File: src/rtl/radix_walk_pkg.sv
package radix_walk_pkg;

    localparam int ENTRY_W   = 64;
    localparam int V_BIT     = 63;
    localparam int L_BIT     = 62;
    localparam int REF_BIT   = 8;
    localparam int CHG_BIT   = 7;
    localparam int NB_LSB    = 8;
    localparam int RPN_LSB   = 12;
    localparam int WID_W     = 5;
    localparam int MIN_WIDTH = 5;

    typedef enum logic [2:0] {
        S_IDLE,
        S_CHECK,
        S_RD_REQ,
        S_RD_WAIT,
        S_EVAL,
        S_WB_REQ,
        S_DONE
    } walk_state_e;

    typedef enum logic [1:0] {
        RES_NONE,
        RES_OK,
        RES_BADCFG,
        RES_NOENTRY
    } walk_res_e;

endpackage

File: src/rtl/radix_index_calc.sv
module radix_index_calc
    import radix_walk_pkg::*;
#(
    parameter int EA_W = 64,
    parameter int PA_W = 56,
    parameter int SZ_W = 7
) (
    input  logic [EA_W-1:0]  ea,
    input  logic [PA_W-1:0]  base,
    input  logic [WID_W-1:0] width,
    input  logic [SZ_W-1:0]  remaining,
    output logic [PA_W-1:0]  entry_addr,
    output logic             cfg_bad
);

    logic [SZ_W-1:0] sh;
    logic [EA_W-1:0] mask;
    logic [EA_W-1:0] index;

    always_comb begin
        cfg_bad    = (width < WID_W'(MIN_WIDTH)) || (SZ_W'(width) > remaining);
        sh         = remaining - SZ_W'(width);
        mask       = (EA_W'(1) << width) - EA_W'(1);
        index      = (ea >> sh) & mask;
        entry_addr = base + PA_W'({index, 3'b000});
    end

endmodule

File: src/rtl/radix_leaf_form.sv
module radix_leaf_form
    import radix_walk_pkg::*;
#(
    parameter int PA_W = 56,
    parameter int SZ_W = 7
) (
    input  logic [ENTRY_W-1:0] entry,
    input  logic [PA_W-1:0]    ea_low,
    input  logic [SZ_W-1:0]    remaining,
    input  logic               is_write,
    output logic [PA_W-1:0]    real_addr,
    output logic [ENTRY_W-1:0] new_entry,
    output logic               changed
);

    logic [PA_W-1:0] low_mask;
    logic [PA_W-1:0] page_base;

    always_comb begin
        low_mask  = (PA_W'(1) << remaining) - PA_W'(1);
        page_base = {entry[PA_W-1:RPN_LSB], {RPN_LSB{1'b0}}};
        real_addr = (page_base & ~low_mask) | (ea_low & low_mask);
        new_entry = entry | (ENTRY_W'(1) << REF_BIT)
                  | (is_write ? (ENTRY_W'(1) << CHG_BIT) : ENTRY_W'(0));
        changed   = (new_entry != entry);
    end

endmodule

File: src/rtl/radix_walker.sv
module radix_walker
    import radix_walk_pkg::*;
#(
    parameter int EA_W       = 64,
    parameter int PA_W       = 56,
    parameter int SZ_W       = 7,
    parameter int MAX_LEVELS = 4
) (
    input  logic               clk,
    input  logic               rst_n,
    input  logic               start,
    input  logic [EA_W-1:0]    req_ea,
    input  logic               req_write,
    input  logic [PA_W-1:0]    root_base,
    input  logic [WID_W-1:0]   root_width,
    input  logic [SZ_W-1:0]    space_size,
    output logic               busy,
    output logic               done,
    output logic               xlate_ok,
    output logic               flt_badcfg,
    output logic               flt_noentry,
    output logic [PA_W-1:0]    real_addr,
    output logic [SZ_W-1:0]    page_shift,
    output logic               write_allowed,
    output logic               mem_valid,
    input  logic               mem_ready,
    output logic               mem_we,
    output logic [PA_W-1:0]    mem_addr,
    output logic [ENTRY_W-1:0] mem_wdata,
    input  logic               mem_rvalid,
    input  logic [ENTRY_W-1:0] mem_rdata
);

    localparam int LVL_W = $clog2(MAX_LEVELS + 1);

    walk_state_e        st_q, st_d;
    walk_res_e          res_q;
    logic [EA_W-1:0]    ea_q;
    logic               wr_q;
    logic [PA_W-1:0]    base_q;
    logic [WID_W-1:0]   width_q;
    logic [SZ_W-1:0]    rem_q;
    logic [LVL_W-1:0]   lvl_q;
    logic [ENTRY_W-1:0] entry_q;
    logic [PA_W-1:0]    addr_q;
    logic [PA_W-1:0]    ra_q;
    logic [SZ_W-1:0]    shift_q;
    logic               wa_q;

    logic [PA_W-1:0]    ent_addr;
    logic               cfg_bad;
    logic               lvl_full;
    logic [PA_W-1:0]    leaf_ra;
    logic [ENTRY_W-1:0] leaf_new;
    logic               leaf_dirty;

    radix_index_calc #(.EA_W(EA_W), .PA_W(PA_W), .SZ_W(SZ_W)) u_idx (
        .ea         (ea_q),
        .base       (base_q),
        .width      (width_q),
        .remaining  (rem_q),
        .entry_addr (ent_addr),
        .cfg_bad    (cfg_bad)
    );

    radix_leaf_form #(.PA_W(PA_W), .SZ_W(SZ_W)) u_leaf (
        .entry     (entry_q),
        .ea_low    (ea_q[PA_W-1:0]),
        .remaining (rem_q),
        .is_write  (wr_q),
        .real_addr (leaf_ra),
        .new_entry (leaf_new),
        .changed   (leaf_dirty)
    );

    assign lvl_full = (lvl_q == LVL_W'(MAX_LEVELS));

    // state register
    always_ff @(posedge clk or negedge rst_n) begin
        if (!rst_n) st_q <= S_IDLE;
        else        st_q <= st_d;
    end

    // next state
    always_comb begin
        st_d = st_q;
        unique case (st_q)
            S_IDLE:    if (start) st_d = S_CHECK;
            S_CHECK:   st_d = (cfg_bad || lvl_full) ? S_DONE : S_RD_REQ;
            S_RD_REQ:  if (mem_ready) st_d = S_RD_WAIT;
            S_RD_WAIT: if (mem_rvalid) st_d = S_EVAL;
            S_EVAL: begin
                if (!entry_q[V_BIT])      st_d = S_DONE;
                else if (!entry_q[L_BIT]) st_d = S_CHECK;
                else if (leaf_dirty)      st_d = S_WB_REQ;
                else                      st_d = S_DONE;
            end
            S_WB_REQ:  if (mem_ready) st_d = S_DONE;
            S_DONE:    st_d = S_IDLE;
            default:   st_d = S_IDLE;
        endcase
    end

    // walk datapath
    always_ff @(posedge clk or negedge rst_n) begin
        if (!rst_n) begin
            res_q   <= RES_NONE;
            ea_q    <= '0;
            wr_q    <= 1'b0;
            base_q  <= '0;
            width_q <= '0;
            rem_q   <= '0;
            lvl_q   <= '0;
            entry_q <= '0;
            addr_q  <= '0;
            ra_q    <= '0;
            shift_q <= '0;
            wa_q    <= 1'b0;
        end else begin
            unique case (st_q)
                S_IDLE: begin
                    if (start) begin
                        res_q   <= RES_NONE;
                        ea_q    <= req_ea;
                        wr_q    <= req_write;
                        base_q  <= root_base;
                        width_q <= root_width;
                        rem_q   <= space_size;
                        lvl_q   <= '0;
                        ra_q    <= '0;
                        shift_q <= '0;
                        wa_q    <= 1'b0;
                    end
                end
                S_CHECK: begin
                    if (cfg_bad || lvl_full) begin
                        res_q <= RES_BADCFG;
                    end else begin
                        addr_q <= ent_addr;
                        rem_q  <= rem_q - SZ_W'(width_q);
                    end
                end
                S_RD_WAIT: begin
                    if (mem_rvalid) entry_q <= mem_rdata;
                end
                S_EVAL: begin
                    if (!entry_q[V_BIT]) begin
                        res_q <= RES_NOENTRY;
                    end else if (!entry_q[L_BIT]) begin
                        base_q  <= {entry_q[PA_W-1:NB_LSB], {NB_LSB{1'b0}}};
                        width_q <= entry_q[WID_W-1:0];
                        lvl_q   <= lvl_q + LVL_W'(1);
                    end else begin
                        ra_q    <= leaf_ra;
                        shift_q <= rem_q;
                        wa_q    <= wr_q;
                        entry_q <= leaf_new;
                        if (!leaf_dirty) res_q <= RES_OK;
                    end
                end
                S_WB_REQ: begin
                    if (mem_ready) res_q <= RES_OK;
                end
                default: ;
            endcase
        end
    end

    // outputs
    always_comb begin
        busy          = (st_q != S_IDLE);
        done          = (st_q == S_DONE);
        mem_valid     = (st_q == S_RD_REQ) || (st_q == S_WB_REQ);
        mem_we        = (st_q == S_WB_REQ);
        mem_addr      = addr_q;
        mem_wdata     = entry_q;
        xlate_ok      = (res_q == RES_OK);
        flt_badcfg    = (res_q == RES_BADCFG);
        flt_noentry   = (res_q == RES_NOENTRY);
        real_addr     = ra_q;
        page_shift    = shift_q;
        write_allowed = wa_q;
    end

endmodule

File: config.mk
export PLATFORM = sky130hd
export DESIGN_NAME = radix_walker
export DESIGN_NICKNAME = d
export VERILOG_FILES = /design/src/rtl/radix_walk_pkg.sv /design/src/rtl/radix_index_calc.sv /design/src/rtl/radix_leaf_form.sv /design/src/rtl/radix_walker.sv
export SDC_FILE = /design/constraint.sdc
export NUM_CORES = 1
export LEC_CHECK = 0
export CAP_MARGIN = 20
export CORE_ASPECT_RATIO = 1.5
export CORE_MARGIN = 8
export CORE_UTILIZATION = 40
export DETAILED_ROUTE_END_ITERATION = 6
export PLACE_DENSITY = 0.75
export SYNTH_ARGS = -nofsm -noshare
export SYNTH_HDL_FRONTEND = slang
export SYNTH_SLANG_ARGS = --single-unit
File: constraint.sdc
create_clock -name clk -period 7.1 [get_ports clk]
set_clock_uncertainty 0.1 [all_clocks]
set_input_delay 1.065 -clock clk [delete_from_list [all_inputs] [get_ports clk]]
set_output_delay 1.065 -clock clk [all_outputs]
set_load 0.01 [all_outputs]
* After elaboration in Yosys (flattened, before gate mapping)
Cells that the tools add are included. W data, S select, Z words.
Storage, ports and cells: register bits after elaboration 325, input bits 202, output and inout port bits 191, logic and storage cells 121
Cells by class: add/subtract/negate cells 5, $lt $le $gt $ge 2, equality and inequality tests 22, shifts and indexed selects 3, mux-type cells 48, bitwise gates (word level) 7, reductions and logical operators 19
Operator list (count):
- $mux W56 | 6
- $pmux W56 S2 | 2
- $mux W64 | 3
- $pmux W64 S2 | 1
- $and A56 B56 Y56 | 2
- $ne A64 B64 Y1 | 1
- $or A64 B64 Y64 | 1
- $shr A64 B7 Y53 | 1
- $add A56 B56 Y56 | 1
- $not A56 Y56 | 1
- $or A56 B56 Y56 | 1
- $shl A1 B7 Y56 const A | 1
- $sub A56 B2 Y56 const B | 1
- $and A53 B53 Y53 | 1
- $shl A1 B5 Y53 const A | 1
- $sub A53 B2 Y53 const B | 1
- $mux W7 | 5
- $mux W3 | 10
- $pmux W7 S2 | 2
- $ne A2 B2 Y1 const B | 9
- $pmux W3 S6 | 1
- $reduce_and A4 Y1 | 4
- $mux W5 | 3
- $mux W2 | 7
- 25 further kinds | 40

* Longest topological paths before layout
Gate-level depths: netlist of the first run.
depth in word-level cells 8, mapped depth 30, gate-level depth less buffers 24

* Modules after synthesis
A second synthesis of the first run with hierarchy kept.
Second synthesis, totals: cells, all modules 2490, area total of the unflattened synthesis 23540.1 sq um
By module, submodules not included:
- radix_walker | times used 1, cells an instance 1088, area each 13634.3 sq um, sequential area each 8132.8 sq um
- radix_index_calc | times used 1, cells an instance 1054, area each 7536.0 sq um, sequential area each 0.0 sq um
- radix_leaf_form | times used 1, cells an instance 348, area each 2369.8 sq um, sequential area each 0.0 sq um

* Least setup slack after synthesis of the first run
No wires, ideal clock.
path kind flip-flop to flip-flop, from register rem_q[0], to register addr_q[42] (netlist: mem_addr[42]), library setup time 132 ps, arrival time 5605 ps, data required time 6868 ps, path slack 1263 ps, stages on the path, launching flop included 25, buffers on the path 4, period minus slack after synthesis 5837 ps, path through dfrtp_1 > clkbuf_1 > inv_1 > clkbuf_1 > ha_1 > inv_2 > fa_1 > xnor2_1 > clkbuf_1 > buf_4 > o21ai_0 > a311oi_1 > a21oi_1 > a2111oi_0 > ha_1 > a211o_1 > o211ai_1 > a21oi_2 > a41oi_2 > o21ai_1 > a31oi_2 > a21oi_2 > a41oi_1 > xor2_1 > o21ai_1
On the way: word-level cells in the longest chain between the ends 5, elaborated cells between the ends (all ways) 9, those cells by class add/sub: 2; order compare: 1; shift: 1; bitwise: 2; reduce/logical: 3
RTL lines:
- start: declaration | RTL line radix_walker.sv:42 | logic [SZ_W-1:0] rem_q;
- start signal: assignment | RTL line radix_walker.sv:128 | rem_q <= space_size;
- start signal: assignment | RTL line radix_walker.sv:140 | rem_q <= rem_q - SZ_W'(width_q);
- parallel branches: the longest is 5 deep, another holds $add A56 B56 Y56
- end signal: assignment | RTL line radix_walker.sv:139 | addr_q <= ent_addr;
- end: declaration | RTL line radix_walker.sv:45 | logic [PA_W-1:0] addr_q;
Several ways; the timed one is not identified. A chain may end at the register's enable or synchronous reset.

* Worst setup path after layout of the first run
from register width_q[0], to register addr_q[42] (netlist: mem_addr[42])
On the way: word-level cells in the longest chain between the ends 5, elaborated cells between the ends (all ways) 12, those cells by class add/sub: 3; order compare: 2; shift: 2; bitwise: 2; reduce/logical: 3
RTL lines:
- start: declaration | RTL line radix_walker.sv:41 | logic [WID_W-1:0] width_q;
- start signal: assignment | RTL line radix_walker.sv:127 | width_q <= root_width;
- start signal: assignment | RTL line radix_walker.sv:151 | width_q <= entry_q[WID_W-1:0];
- parallel branches: the longest is 5 deep, another holds $add A56 B56 Y56
Several ways; the timed one is not identified.

==> results of run 1 <==
==> sequential cells by signal, indices dropped and copies added (netlist names), 5 cells and up <==
register / count
base_q: 56
width_q: 5
mem_wdata: 64
real_addr: 56
ea_q: 64
rem_q: 7
page_shift: 7
mem_addr: 56
==> worst min-delay path, cell delays in order, from the launching register on <==
cell and delay, ps:
dfrtp_1 340, nand2_1 50, nand2_1 50
==> path summary, 6_finish.rpt <==
kind                                                   to  slack (ps)  cells past startpoint
worst min register to register    mem_addr[4]$_DFFE_PN0P_         380                      2
worst max register to register   mem_addr[42]$_DFFE_PN0P_         470                     25
min in group asynchronous          base_q[43]$_DFFE_PN0P_         470                      1
worst max-delay path             mem_addr[42]$_DFFE_PN0P_         470                     25
worst min-delay path              mem_addr[4]$_DFFE_PN0P_         380                      2
max in group asynchronous       real_addr[14]$_DFFE_PN0P_        4940                      2
==> area by class of cell <==
type | count | area (um^2)
fillers | 4965 | 25900
multi-input cells | 1954 | 12600
flip-flops and latches | 325 | 8130
repair buffers | 458 | 4530
clock buffers | 45 | 1010
well taps | 689 | 862
clock inverters | 16 | 155
inverters | 39 | 146
diodes | 3 | 7.51
==> Yosys cell counts (11+ instances only) <==
master	n
nand2_1	569
dfrtp_1	325
o21ai_0	201
mux2i_1	158
nor2_1	150
a21oi_1	140
clkbuf_1	119
mux2_2	66
ha_1	61
o21ai_1	58
mux4_2	39
a21o_1	38
nand3_1	38
nor3_1	35
xnor2_1	34
buf_2	33
inv_1	32
xor2_1	28
a211oi_1	24
a31oi_1	20
o21bai_1	17
nor2b_1	16
a22o_1	15
o22ai_1	15
a311oi_1	13
and2_1	13
and3_1	13
buf_1	13
nand4_1	13
a22oi_1	12
o211ai_1	12
a2111oi_0	11
o31ai_1	11
==> stage by stage <==
stage / utilization, % / instance area [um^2] / cells / setup WS (ps) / hold WS, ps
global placement: 49.2 / 26200 / 3463 / 681 / 355
floorplan: - / 21500 / 2495 / 1260 / 340
global route: 51.5 / 27500 / 3529 / 169 / 404
detailed placement: 49.2 / 26200 / 3463 / 607 / 359
finish: 51.5 / 27500 / 3529 / 473 / 376
CTS: 51.4 / 27400 / 3524 / 577 / 379
==> per-layer routing <==
| metal | up-vias | track usage (%) |
|---|---|---|
| met5 | - | 0 |
| met2 | 899 | 50.9 |
| met4 | 0 | 20.6 |
| met3 | 242 | 4.32 |
| li1 | 9465 | - |
| met1 | 10100 | 31.0 |
==> kinds of logic (layout without fill, tap and decap cells) <==
kind of cell / count (synthesis) / in the layout
DFF: 325 / 325
adders and majority gates: 63 / 63
buffers and inverters: 216 / 558
xor gates and xnor gates: 66 / 66
muxes: 265 / 265
other: 1 / 17
and+or+nand+nor: 889 / 889
AOI/OAI and AO/OA: 657 / 657
==> out/results.ini, run 1 <==
[floorplanning]
initial_utilization_pct=40.3
die_x_um=205
dieHeight_um=300
dieArea_um2=61600
io_pins=393
fp.coreArea_um2=53400
rows=104

[clocking]
cts_tree=yes
cts_setup_buffers=0
cts.repair.resized=0
cts_hold_buffers=0
cts.sinks=325
cts_inserted_buffers=34
worstSkewPairLatency_ps=540
clk_path_buf_depth=3
htree_levels=2
root_buffer=clkbuf_16
clkTransAtPathRegs_ps=60

[worst_setup_path]
crit_type=reg2reg
r2r_start=width_q[0]$_DFFE_PN0P_
cp-startpoint=width_q[0]$_DFFE_PN0P_
critPathMaxFanout=33
max_stage_delay_ps=1140
crit_buf_inv=4
cp.required_ps=7390
crit_family=compound AO/OA/AOI/OAI gates
arrival_ps=6920
startpoint_type=register
crit_path_end_kind=register
critPathMostFrequentCell=o21ai_1
slowest_stage=fa_4

[worst_hold_path]
hp-class=reg2reg
hp-start=mem_addr[4]$_DFFE_PN0P_

[run]
drv_cap=0

[grt]
grt_remaining_overflow=0
grt_pass1_vias=21200
grt.total_usage_pct=28.8
grt_first_pass_wirelength_um=134000
antenna_found_initial=3
grt_start_max_net_pins=153

[placed_design]
io_buffers=392
place.gp.congestion=1.01
dpl.hpwl_um=71800

[layout]
most-common-layout-cells=567 x nand2_1, 391 x clkdlybuf4s50_1, 325 x dfrtp_1
area_growth_pct=27.8
final_common_cell=nand2_1
drive_gt1_share_pct=9.90
num-nets-final=3077

[sta]
final_max_slew_viol_count=0
fmax_mhz=151
setup_viol=0
rsz0062_at_grt=no
tightest_slew_ps=1030
fin_crit_ps=6630
setup_tns_ps=0
hold_viol=0
min_period_over_period_pct=93.3
slew_headroom_pct=31.3

[yosys]
synth_enable_flop_cells=0
yosysTopAreaCell=dfrtp_1
synth-seq-cells=325
synth_top_flop_cell=dfrtp_1
synth.distinct_cells=86
seq_area_frac_synth_pct=37.8
synth_fa_ha_area_share_pct=3.74
synth_area_um2=21500
synth_compound_area_share_pct=19.1
yosys-top-cells-area=dfrtp_1 38%, nand2_1 9.9%, mux2i_1 7.4%
postSynthAreaPerCell_um2=8.66
netlist.area_leader.share_pct=37.8
synth_top_family_by_area=compound AO/OA/AOI/OAI gates
synthXorXnorAreaFrac_pct=2.83
syn_inst=2482
ys_warn_count=0
yosys.area_share.simple_pct=17.2
async_flop_share_pct=100
synthMuxAreaShare_pct=15.0

[route]
highest_layer=met4
antenna_left=0
wl_per_cell_um=25.9
wirelength_um=91500
drt_iter0_drc=1582
first_pass_iters=7
wl_met3_um=5170
drcViolationCount=0
vias_per_cell=5.87
wl_met1_um=32300
routed-wl-met2_um=46400
via_count=20700

[status]
status=completed

Power of run 1 is left out: the tool's default activity adds up to more than one toggle a clock period on the data nets, which glitch-free logic cannot reach.
==> inputs of run 2 (changes only) <==
--- a/config.mk
+++ b/config.mk
@@ -8,9 +8,9 @@
 export CAP_MARGIN = 20
 export CORE_ASPECT_RATIO = 1.5
 export CORE_MARGIN = 8
-export CORE_UTILIZATION = 40
+export CORE_UTILIZATION = 54
 export DETAILED_ROUTE_END_ITERATION = 6
-export PLACE_DENSITY = 0.75
+export PLACE_DENSITY = 0.8
 export SYNTH_ARGS = -nofsm -noshare
 export SYNTH_HDL_FRONTEND = slang
 export SYNTH_SLANG_ARGS = --single-unit
==> run 2 against run 1 <==
Net effect:
- sequential share of layout area is 0.24 points higher
- wire length is 4.1% lower
- critical path depth stayed put
- worst hold slack worse by 59 ps
- die area is 24% lower
- register-to-register slack better by 230 ps
- maximum frequency is 3.6% higher
- global-route usage is 8.0 points higher
==> out/results.ini, run 2 (synthesized netlist as in run 1, its figures left out) <==
[status]
status=completed

[sta]
rsz0062_at_grt=no
min_period_over_period_pct=90.1
slew_headroom_pct=29.0
setup_viol=0
fmax_mhz=156
hold_viol=0
final_max_slew_viol_count=0
tightest_slew_ps=1070
setup_tns_ps=0
fin_crit_ps=6400

[placed_design]
io_buffers=392
dpl.hpwl_um=67700
placed_area_um2=26200
place.gp.congestion=0.996

[worst_setup_path]
arrival_ps=6750
startpoint_type=register
crit_type=reg2reg
r2r_start=rem_q[0]$_DFFE_PN0P_
critPathMaxFanout=24
cp.required_ps=7450
cp-startpoint=rem_q[0]$_DFFE_PN0P_
crit_path_end_kind=register
rr_worst_depth=25

[route]
vias_per_cell=6.31
first_pass_iters=5
drt_iter0_drc=1828
via_count=21200
drcViolationCount=0
antenna_left=0
wirelength_um=87700
wl_per_cell_um=26.1

[layout]
num-nets-final=3105
final_common_cell=nand2_1
design_area_um2=27300
most-common-layout-cells=567 x nand2_1, 391 x clkdlybuf4s50_1, 325 x dfrtp_1
drive_gt1_share_pct=10.3
area_growth_pct=26.8

[worst_hold_path]
hp-class=in2async

[clocking]
cts_inserted_buffers=31
worstSkewPairLatency_ps=610
root_buffer=clkbuf_16
cts.repair.resized=0
clkTransAtPathRegs_ps=60
cts_hold_buffers=0
cts.sinks=325
clk_path_buf_depth=3
cts_tree=yes
htree_levels=1
cts_setup_buffers=0

[grt]
grt_remaining_overflow=0
grt_first_pass_wirelength_um=131000
grt_pass1_vias=21500
grt_start_max_net_pins=144
grt.total_usage_pct=36.8
antenna_found_initial=4

[run]
drv_cap=0

[floorplanning]
rows=89
dieHeight_um=260
die_x_um=179
dieArea_um2=46600
io_pins=393
initial_utilization_pct=54.7
fp.coreArea_um2=39300

==> run 2: changes by cell type in the layout (fill, tap and decap cells not counted), moves of 4 or more <==
cell       change
buf_4         +32
clkbuf_1       +8
clkbuf_16      -4
clkbuf_8       -5
clkinv_2       -4
clkinv_4       -4
==> run 2: metal layers <==
layer / vias up / routed length, um / track usage, %
met4: 0 / 6710 / 25.0
met2: 1084 / 44700 / 64.1
met5: - / 0 / 0
li1: 9497 / - / -
met1: 10400 / 30600 / 40.8
met3: 310 / 5750 / 5.22
==> run 2: critical path: stages, from the launching register on <==
cell,delay (ps)
dfrtp_1,380
inv_1,80
ha_2,170
inv_2,40
fa_4,1080
buf_12,230
mux2i_1,100
a21oi_1,270
nand2_1,80
and3_1,210
a211oi_1,310
a211oi_1,80
a2111oi_0,610
buf_4,230
ha_1,270
or2_1,250
a31oi_1,200
a21oi_2,70
a41oi_2,280
o21ai_1,140
a31oi_2,310
a21oi_2,80
buf_4,170
a41oi_1,230
xor2_1,170
o21ai_1,70
==> run 2: area by class of cell <==
cell class / instances / area (um^2)
clock buffers: 44 / 875
inverters: 39 / 146
multi-input cells: 1954 / 12600
well taps: 500 / 626
flip-flops and latches: 325 / 8130
fillers: 3139 / 12100
clock inverters: 9 / 108
repair buffers: 489 / 4740
diodes: 4 / 10.0
==> run 2: path summary, 6_finish.rpt <==
check	to	slack, ps
setup / recovery	mem_addr[42]$_DFFE_PN0P_	700
hold / removal	mem_wdata[38]$_DFFE_PN0P_	320
setup reg to reg	mem_addr[42]$_DFFE_PN0P_	700
hold reg to reg	mem_addr[1]$_DFFE_PN0P_	380
max in group asynchronous	ea_q[32]$_DFFE_PN0P_	5320
min in group clk	mem_addr[1]$_DFFE_PN0P_	380
==> run 2: per-stage QoR <==
step / setup WS [ps] / hold slack (ps) / std cells / utilization [%]
floorplan: 1260 / 340 / 2495 / -
global placement: 857 / 354 / 3306 / 66.8
detailed placement: 782 / 361 / 3306 / 66.8
CTS: 755 / 330 / 3359 / 69.3
global route: 310 / 351 / 3364 / 69.3
finish: 702 / 317 / 3364 / 69.3
Power of run 2 is left out for the same reason.
